==> src/rtl/prm_pkg.sv <==
package prm_pkg;
  localparam int ADDR_W      = 32;
  localparam int SIZE_W      = 5;
  localparam int SR_N        = 8;
  localparam int MIN_CODE    = 4;
  localparam int SR_MIN_CODE = 7;
  localparam int ATTR_EN_BIT = 0;
  localparam int ATTR_SZ_LO  = 1;
  localparam int ATTR_SR_LO  = 8;

  typedef struct packed {
    logic [ADDR_W-1:0] base;
    logic              en;
    logic [SIZE_W-1:0] code;
    logic [SR_N-1:0]   srd;
  } region_cfg_t;
endpackage

==> src/rtl/prm_cfg_regs.sv <==
module prm_cfg_regs
  import prm_pkg::*;
(
  input  logic              clk,
  input  logic              rst_n,
  input  logic              we_i,
  input  logic              sel_i,
  input  logic [ADDR_W-1:0] wdata_i,
  output region_cfg_t       cfg_o
);
  region_cfg_t cfg_q, cfg_d;
  logic        base_ld, attr_ld;

  always_comb begin
    base_ld = we_i && !sel_i;
    attr_ld = we_i && sel_i;
    cfg_d   = cfg_q;
    if (base_ld) cfg_d.base = wdata_i;
    if (attr_ld) begin
      cfg_d.en   = wdata_i[ATTR_EN_BIT];
      cfg_d.code = wdata_i[ATTR_SZ_LO +: SIZE_W];
      cfg_d.srd  = wdata_i[ATTR_SR_LO +: SR_N];
    end
  end

  always_ff @(posedge clk or negedge rst_n) begin
    if (!rst_n)   cfg_q <= '0;
    else if (we_i) cfg_q <= cfg_d;
  end

  assign cfg_o = cfg_q;


  attr_write_chk: assert property (@(posedge clk) disable iff (!rst_n)
    (we_i && sel_i) |=> (cfg_q.en == $past(wdata_i[ATTR_EN_BIT]) &&
                         cfg_q.code == $past(wdata_i[ATTR_SZ_LO +: SIZE_W])));

  base_write_chk: assert property (@(posedge clk) disable iff (!rst_n)
    (we_i && !sel_i) |=> (cfg_q.base == $past(wdata_i)));

  hold_chk: assert property (@(posedge clk) disable iff (!rst_n)
    !we_i |=> $stable(cfg_q));
endmodule

==> src/rtl/prm_mask_gen.sv <==
module prm_mask_gen
  import prm_pkg::*;
(
  input  logic [SIZE_W-1:0] code_i,
  output logic [ADDR_W-1:0] keep_o
);
  // bit i takes part in the compare only when it lies above bit code
  for (genvar gi = 0; gi < ADDR_W; gi++) begin : g_keep
    assign keep_o[gi] = ({1'b0, code_i} < (SIZE_W+1)'(gi));
  end
endmodule

==> src/rtl/prm_subregion.sv <==
module prm_subregion
  import prm_pkg::*;
(
  input  logic [ADDR_W-1:0] addr_i,
  input  logic [SIZE_W-1:0] code_i,
  input  logic [SR_N-1:0]   srd_i,
  output logic              excl_o
);
  localparam int IDX_W = $clog2(SR_N);

  logic              active;
  logic [SIZE_W-1:0] sh;
  logic [ADDR_W-1:0] shifted;
  logic [IDX_W-1:0]  idx;

  always_comb begin
    active  = (code_i >= SIZE_W'(SR_MIN_CODE));
    // one slice spans 2^(code+1-IDX_W) bytes
    sh      = code_i - SIZE_W'(IDX_W - 1);
    shifted = addr_i >> sh;
    idx     = shifted[IDX_W-1:0];
    excl_o  = active && srd_i[idx];
  end
endmodule

==> src/rtl/prot_region_match.sv <==
module prot_region_match
  import prm_pkg::*;
(
  input  logic              clk,
  input  logic              rst_n,
  input  logic              cfg_we,
  input  logic              cfg_sel,
  input  logic [31:0]       cfg_wdata,
  input  logic [31:0]       addr_i,
  output logic              hit_o,
  output logic              en_o,
  output logic [4:0]        size_o,
  output logic [7:0]        srd_o,
  output logic [31:0]       base_o
);
  region_cfg_t       cfg;
  logic [ADDR_W-1:0] keep;
  logic              excl;
  logic              legal, in_range;

  prm_cfg_regs u_regs (
    .clk(clk), .rst_n(rst_n), .we_i(cfg_we), .sel_i(cfg_sel),
    .wdata_i(cfg_wdata), .cfg_o(cfg)
  );

  prm_mask_gen u_mask (.code_i(cfg.code), .keep_o(keep));

  prm_subregion u_sub (
    .addr_i(addr_i), .code_i(cfg.code), .srd_i(cfg.srd), .excl_o(excl)
  );

  always_comb begin
    legal    = (cfg.code >= SIZE_W'(MIN_CODE));
    in_range = (((addr_i ^ cfg.base) & keep) == '0);
    hit_o    = cfg.en && legal && in_range && !excl;
  end

  assign en_o   = cfg.en;
  assign size_o = cfg.code;
  assign srd_o  = cfg.srd;
  assign base_o = cfg.base & keep;


  disabled_quiet_chk: assert property (@(posedge clk) disable iff (!rst_n)
    !en_o |-> !hit_o);

  small_code_chk: assert property (@(posedge clk) disable iff (!rst_n)
    (size_o < 5'd4) |-> !hit_o);

  base_aligned_chk: assert property (@(posedge clk) disable iff (!rst_n)
    ((base_o & ~keep) == '0));

  hit_window_chk: assert property (@(posedge clk) disable iff (!rst_n)
    hit_o |-> ((addr_i & keep) == base_o));

  slice_block_chk: assert property (@(posedge clk) disable iff (!rst_n)
    excl |-> !hit_o);
endmodule

==> config.mk <==
export PLATFORM = sky130hd
export DESIGN_NAME = prot_region_match
export DESIGN_NICKNAME = d
export VERILOG_FILES = /design/src/rtl/prm_pkg.sv /design/src/rtl/prm_cfg_regs.sv /design/src/rtl/prm_mask_gen.sv /design/src/rtl/prm_subregion.sv /design/src/rtl/prot_region_match.sv
export SDC_FILE = /design/constraint.sdc
export NUM_CORES = 1
export LEC_CHECK = 0
export CORE_UTILIZATION = 52
export CTS_CLUSTER_SIZE = 8
export DETAILED_ROUTE_END_ITERATION = 10
export GPL_TIMING_DRIVEN = 1
export PLACE_DENSITY = 0.85
export SLEW_MARGIN = 5
export SYNTH_ARGS = -nofsm -noshare
export SYNTH_HDL_FRONTEND = slang
export SYNTH_SLANG_ARGS = --single-unit
==> constraint.sdc <==
create_clock -name clk -period 9.8 [get_ports clk]
set_clock_uncertainty 0.05 [all_clocks]
set_input_delay 1.96 -clock clk [delete_from_list [all_inputs] [get_ports clk]]
set_output_delay 1.96 -clock clk [all_outputs]
set_load 0.01 [all_outputs]
* After elaboration in Yosys (flattened, before gate mapping) *
Cells that the tools add are included.

word-level totals
  bits in registers = 46
  input bits = 68
  output and inout bits = 47
  logic and storage cells = 56

cells by class
  add/subtract/negate cells = 1
  $lt $le $gt $ge = 34
  shift operators = 1
  muxes and demuxes = 2
  bitwise gates (word level) = 3
  reductions and logical operators = 11

operators by type and width
  cell                                                 count
  < comparator 5 bit, second input constant            16
  bitwise AND 32 bit                                   2
  < comparator 5 x 4 -> 1 bit, second input constant   8
  zero test 32 bit                                     1
  right shift 32 x 5 -> 3 bit                          1
  bitwise XOR 32 bit                                   1
  < comparator 5 x 3 -> 1 bit, second input constant   4
  >= comparator 5 x 3 -> 1 bit, second input constant  2
  < comparator 5 x 2 -> 1 bit, second input constant   2
  logical AND 1 bit                                    6
  < comparator 5 x 1 -> 1 bit, second input constant   1
  subtractor 5 x 2 -> 5 bit, second input constant     1
  < comparator 3 x 4 -> 1 bit, second input constant   1
  AND reduction 2 bit                                  2
  binary-select mux 1 bit (select 3 bit)               1
  zero test 1 bit                                      2
  two-way mux 1 bit                                    1

* Logic depth before layout (Yosys ltp) *
Gate-level depths: netlist of the first run.

  depth after elaboration = 7
  mapped depth = 11
  mapped depth without buffers = 9

* Hierarchy *
From an unflattened synthesis of the first run, not the netlist that was laid out.

second synthesis, totals
  cells, all modules = 304
  area, all modules = 3602.2 um^2

by module, submodules not included
  module             instances  cells an instance  area each (um^2)  sequential area each (um^2)
  prm_cfg_regs       1          99                 1765.4            1151.1
  prm_subregion      1          71                 875.8             0.0
  prot_region_match  1          86                 674.4             0.0
  prm_mask_gen       1          48                 286.5             0.0

* Least setup slack after synthesis of the first run *
Ideal clock, no wire load.

  path type = input to output
  start point = in addr_i[29]
  end point = out hit_o
  arrival = 3.757 ns
  required time = 7.790 ns
  setup slack = 4.033 ns
  stages = 6
  path buffers = 0
  path through = mux4_2 > a211o_1 > a41oi_4 > mux2_4 > o31a_1 > a41oi_2

on the way
  longest elaborated chain between the ends = 6
  elaborated cells on any way between the ends = 10
  classes of those cells = shift (1); mux (2); bitwise (2); reduce/logical (5)

RTL lines
  item                                     RTL line                 source
  start, declared                          prot_region_match.sv:9   input logic [31:0] addr_i,
  right shift 32 x 5 -> 3 bit              prm_subregion.sv:20      shifted = addr_i >> sh;
  binary-select mux 1 bit (select 3 bit)   prm_subregion.sv:22      excl_o = active && srd_i[idx];
  two-way mux 1 bit (implied by the code)  prm_subregion.sv:22
  logical AND 1 bit                        prm_subregion.sv:22
  zero test 1 bit                          prot_region_match.sv:35  hit_o = cfg.en && legal && in_range && !excl;
  logical AND 1 bit (*)                    prot_region_match.sv:35
  end, declared                            prot_region_match.sv:10  output logic hit_o,

Mark *: on every way between the ends. The rest lies on a longest branch, timed or not. The select of a mux whose other input is x is not followed.

* Final worst setup path of the first run *
Ends and elaborated chain as after synthesis.

==> results of run 1 <==
[critical path: stages]
cell	delay, ns
clkdlybuf4s50_1	0.49
mux4_2	0.51
a211o_1	0.35
a41oi_4	0.35
mux2_4	0.33
o31a_1	0.25
a41oi_2	0.12
clkdlybuf4s50_1	0.58
[worst min path at each step]
stage                           startpoint               end  slack (ns)  cells past startpoint
after floorplan           u_regs.cfg_o[18]  u_regs.cfg_o[18]        0.42                      1
after global placement    u_regs.cfg_o[18]  u_regs.cfg_o[18]        0.43                      1
after detailed placement  u_regs.cfg_o[18]  u_regs.cfg_o[18]        0.44                      1
after CTS                 u_regs.cfg_o[18]  u_regs.cfg_o[18]        0.46                      1
after global routing      u_regs.cfg_o[18]  u_regs.cfg_o[18]        0.49                      1
final                     u_regs.cfg_o[18]  u_regs.cfg_o[18]        0.46                      1
[report_power, final]
part           internal (mW)  switching, mW
clock                 0.0832         0.0620
sequential             0.213         0.0400
combinational          0.208          0.182
total                  0.504          0.284
[Yosys cell counts (5+ instances only)]
library cell,count
a21oi_1,10
and2_1,12
and3_1,5
buf_4,16
clkbuf_1,10
dfrtp_1,45
mux2_2,46
mux2i_1,12
mux4_1,5
mux4_2,15
nand2_1,14
nand3_1,11
nor2_1,11
nor3_1,8
o21a_1,7
o21ai_0,11
xnor2_1,6
xor2_1,24
[logic make-up (layout without fill, tap and decap cells)]
kind of cell	count (synthesis)	after routing
buf+inv	41	130
fa+ha+maj	6	6
mux	80	80
xor+xnor	33	33
other cells	1	1
simple gates	72	72
compound gates	58	58
flops	45	45
[routing by layer]
layer	up-vias	track usage, %
li1	1415	-
met1	1594	44.2
met2	219	48.8
met3	27	4.64
met4	0	8.94
met5	-	0
[area by class of cell]
class,instances,share of cell area (%)
Clock inverter,1,0.613
Timing Repair Buffer,116,23.4
Clock buffer,7,1.76
Multi-Input combinational cell,250,48.0
Tap cell,96,2.45
Sequential cell,45,23.0
Inverter,6,0.741
[through the flow]
stage / hold WS [ns] / worst slack, ns / cell area [sq um] / std cells / total power, mW
floorplan: 0.422 / 4.03 / 3750 / 336 / 0.508
global placement: 0.434 / 2.92 / 4780 / 513 / 0.630
detailed placement: 0.443 / 2.86 / 4780 / 513 / 0.638
CTS: 0.461 / 2.86 / 4900 / 521 / 0.784
global route: 0.491 / 2.74 / 4900 / 521 / 0.826
finish: 0.464 / 2.84 / 4900 / 521 / 0.788
==> out/results.ini, run 1 <==
[status]
status = complete, no violations

[layout]
final_common_cell = clkdlybuf4s50_1
drive_above_1_share_pct = 19.8
final.fill_count = 508
seqCellArea_sq_um = 1130
synthToLayoutAreaGrowth_pct = 30.7
multiInputGateArea_sq_um = 2350
largest_register_ffs = 45
n_antenna_cell = 0
fin_nets = 496
fin_util_pct = 71.3
final_cell_mix = clkdlybuf4s50_1, mux2_2, dfrtp_1

[timing]
tightest_slew_ns = 1.00
relSlewSlack_pct = 33.1
finalSetupViolations = 0
hold_viol_final = 0
rsz0062_at_grt = false
post-route-period-util_pct = 71.0
max_freq_mhz = 144
slew_viol_final = 0
finalSetupTns_ns = 0
period_minus_slack_ns = 6.96

[drt]
first_pass_iters = 6
drt-total-wl_um = 11200
wl_per_cell_um = 21.5
wl_met3_um = 945
top_layer_used = met4
dr_wl_met2_um = 5520
drtIter0Drc = 376
met1Wirelength_um = 4520
vias = 3255
via_per_inst = 6.25
ant_nets = 0
drc = 0

[die]
die_x_um = 86.9
placementRows = 30
die_y_um = 86.9
num_io_pins = 115
die_area_sq_um = 7550
coreArea_sq_um = 6870
start_util_pct = 54.6

[placed_design]
gp_congestion = 1.03
dp_hpwl_um = 8580
portBuffers = 113

[synth]
synthMuxAreaShare_pct = 30.3
synthFlopType = dfrtp_1
ys.warnings.count = 0
async_reset_ff_share_pct = 100
synth_fp_nets = 408
synthTopCellsByArea = dfrtp_1, mux2_2, mux4_2
syn_area_per_cell_sq_um = 11.2
yosys.area_share.simple_pct = 9.88
synth-seq-cells = 45
synth_adder_area_share_pct = 1.87
yosysTopAreaCellShare_pct = 30.0
synth-compound-area-share_pct = 12.2
synthCells = 336
synth_top_family_by_area = multiplexers
yosys.area_share.xor_xnor_pct = 8.31
syn_area_sq_um = 3750
synth-seq-area-share_pct = 30.0
synth_top_cell_by_area = dfrtp_1
synthDistinctLibCells = 56
synth_edf_count = 0

[critical_path]
regToRegEndpoint = u_regs.cfg_o[11]
worst-path-max-fanout = 4
critPathRequiredTime_ns = 7.79
r2r_start = u_regs.cfg_o[11]
path_class = in2out
arrival_ns = 4.95
start_kind = primary input
rrSetupSlack_ns = 8.56
critPathLaunch = addr_i[29]
end_kind = output port
r2r_cells = 1
crit_path_end = hit_o

[min_path]
hold_path.class = reg2reg

[clock_tree]
cts_tree = done
cts-root-buf = clkbuf_8
cts_hold_buf = 0
path_clk_slew_ns = 0.08
clock_latency_ns = 0.29
clock-sinks = 45
ctsResizeCount = 0
htreeDepth = 2
clock_path_buffers = 2
cts_buffers = 5
post_cts_buffers = 0

[pwr]
leakagePower_nw = 1.95
power_density_nw_per_um2 = 161
irDropWorstVdd_uv = 83.9

[global_route]
grt_pass1_wl_um = 17500
track_usage_pct = 30.9
grt_overflow_total = 0
antenna_found_initial = 0
grt_pass1_vias = 3164
grt_max_degree = 46

[job]
maxCapViolations = 0

Power figures use the tool's default switching activity.
==> run 2: changes to the inputs <==
--- a/config.mk
+++ b/config.mk
@@ -5,11 +5,11 @@
 export SDC_FILE = /design/constraint.sdc
 export NUM_CORES = 1
 export LEC_CHECK = 0
-export CORE_UTILIZATION = 52
+export CORE_UTILIZATION = 48
 export CTS_CLUSTER_SIZE = 8
 export DETAILED_ROUTE_END_ITERATION = 10
 export GPL_TIMING_DRIVEN = 1
-export PLACE_DENSITY = 0.85
+export PLACE_DENSITY = 0.79
 export SLEW_MARGIN = 5
 export SYNTH_ARGS = -nofsm -noshare
 export SYNTH_HDL_FRONTEND = slang
==> constraint.sdc (replaced) <==
create_clock -name clk -period 6.5 [get_ports clk]
set_clock_uncertainty 0.05 [all_clocks]
set_input_delay 1.3 -clock clk [delete_from_list [all_inputs] [get_ports clk]]
set_output_delay 1.3 -clock clk [all_outputs]
set_load 0.01 [all_outputs]
==> out/results.ini, run 2 (synthesized netlist as in run 1, its figures left out) <==
[status]
status = complete, no violations

[clock_tree]
cts_hold_buf = 0  ; unchanged
cts-root-buf = clkbuf_8
htreeDepth = 2  ; unchanged
cts_buffers = 5  ; unchanged
clock_path_buffers = 2  ; unchanged
clock-sinks = 45  ; unchanged
path_clk_slew_ns = 0.09  ; about the same
clock_latency_ns = 0.30  ; about the same
post_cts_buffers = 0  ; unchanged
ctsResizeCount = 0  ; unchanged
cts_tree = done

[drt]
drtIter0Drc = 304  ; -19%
drt-total-wl_um = 11300  ; +0.37%
ant_nets = 0  ; unchanged
vias = 3265  ; +0.31%
wl_per_cell_um = 21.3  ; -0.77%
drc = 0  ; unchanged
via_per_inst = 6.20  ; -0.83%
first_pass_iters = 5  ; -1

[timing]
max_freq_mhz = 178
tightest_slew_ns = 1.00  ; +0.000479 ns
period_minus_slack_ns = 5.62
slew_viol_final = 0  ; unchanged
relSlewSlack_pct = 33.1  ; about the same
post-route-period-util_pct = 86.4
rsz0062_at_grt = false
finalSetupViolations = 0  ; unchanged
finalSetupTns_ns = 0  ; unchanged
hold_viol_final = 0  ; unchanged

[pwr]
power_mw = 1.19  ; +51%
leakagePower_nw = 1.97  ; +0.76%
clockPowerShare_pct = 18.1  ; -0.3 points
power.internal_mw = 0.754  ; +50%
switching_share_pct = 36.6  ; +0.54 points
power_frac_seq_pct = 31.8  ; -0.3 points
switchingPower_mw = 0.435  ; +53%
power_density_nw_per_um2 = 242  ; +50%
irDropWorstVdd_uv = 132  ; +58%
comb_power_share_pct = 50.1  ; +0.6 points

[critical_path]
arrival_ns = 4.27  ; -0.68 ns
start_kind = primary input
regToRegEndpoint = u_regs.cfg_o[11]
path_class = in2out
end_kind = output port
critPathRequiredTime_ns = 5.15  ; -2.64 ns
r2r_start = u_regs.cfg_o[11]
r2r_cells = 1  ; unchanged
critPathLaunch = addr_i[20]
worst-path-max-fanout = 4  ; unchanged
rrSetupSlack_ns = 5.19  ; -3.37 ns

[global_route]
grt_pass1_wl_um = 17400  ; -0.44%
grt_pass1_vias = 3193  ; +0.92%
track_usage_pct = 27.4  ; -3.4 points
grt_max_degree = 46  ; unchanged
grt_overflow_total = 0  ; unchanged
antenna_found_initial = 0  ; unchanged

[die]
die_y_um = 90.4  ; +4.0%
coreArea_sq_um = 7410  ; +7.9%
die_x_um = 90.4  ; +4.0%
die_area_sq_um = 8170  ; +8.1%
num_io_pins = 115  ; unchanged
placementRows = 31  ; +3.3%
start_util_pct = 50.6  ; -4.0 points

[layout]
n_antenna_cell = 0  ; unchanged
largest_register_ffs = 45  ; unchanged
fin_nets = 499  ; +0.60%
synthToLayoutAreaGrowth_pct = 31.3
final.fill_count = 582  ; +15%
drive_above_1_share_pct = 20.6  ; +0.80 points
final_cell_mix = clkdlybuf4s50_1, mux2_2, dfrtp_1
final_common_cell = clkdlybuf4s50_1

[placed_design]
portBuffers = 113  ; unchanged
dp_hpwl_um = 8640  ; +0.75%
gp_congestion = 0.967  ; -5.7%

[min_path]
hold_path.class = reg2reg
worstHoldStart = u_regs.cfg_o[18]
min_path_cells = 1  ; unchanged
whs_endpoint = u_regs.cfg_o[18]

[job]
maxCapViolations = 0  ; unchanged

-- run 2: changes by cell type in the layout (fill, tap and decap cells not counted), sizes merged --
| cell | previous run | this run |
|---|---|---|
| clkinv | 0 | 1 |
| inv | 5 | 6 |
| clkbuf | 7 | 5 |
| buf | 4 | 7 |
-- run 2: worst max-delay path by stage --
stage               endpoint  slack [ns]  cells after the start
floorplan              hit_o        2.05                      6
global route           hit_o        0.84                      8
detailed placement     hit_o        0.91                      8
global placement       hit_o        0.95                      8
CTS                    hit_o        0.90                      8
finish                 hit_o        0.88                      8
-- run 2: final cells by class --
cell class	instances	area (sq um)	share of cell area [%]
Clock buffer	5	68.8	1.40
Clock inverter	3	43.8	0.890
Inverter	6	36.3	0.737
Multi-Input combinational cell	250	2350	47.8
Sequential cell	45	1130	22.9
Tap cell	99	124	2.52
Timing Repair Buffer	119	1170	23.8
-- run 2: critical path: stages --
cell	delay [ns]
clkdlybuf4s50_1	0.51
mux4_2	0.50
a211o_1	0.35
a41oi_4	0.35
mux2_4	0.33
o31a_1	0.25
a41oi_2	0.12
clkdlybuf4s50_1	0.56
-- run 2: per-layer routing --
metal	up-vias	track usage, %	wire length (um)
met2	199	42.7	5280
met4	0	10.5	300
met3	28	5.22	989
met1	1623	37.8	4680
met5	-	0	0
li1	1415	-	-
-- run 2: per-stage QoR --
stage | worst slack, ns | cells | hold slack (ns) | util (%) | area (sq um)
floorplan | 2.05 | 336 | 0.422 | - | 3750
global placement | 0.951 | 519 | 0.434 | 64.9 | 4810
detailed placement | 0.906 | 519 | 0.448 | 64.9 | 4810
CTS | 0.902 | 527 | 0.471 | 66.4 | 4920
global route | 0.844 | 527 | 0.509 | 66.4 | 4920
finish | 0.884 | 527 | 0.472 | 66.4 | 4920
-- run 2: power groups by stage --
stage	Sequential [mW]	Clock (mW)	Combinational, mW
floorplan	0.355	0	0.411
global route	0.383	0.229	0.634
detailed placement	0.382	0	0.589
finish	0.378	0.216	0.596
CTS	0.376	0.218	0.593
global placement	0.380	0	0.580
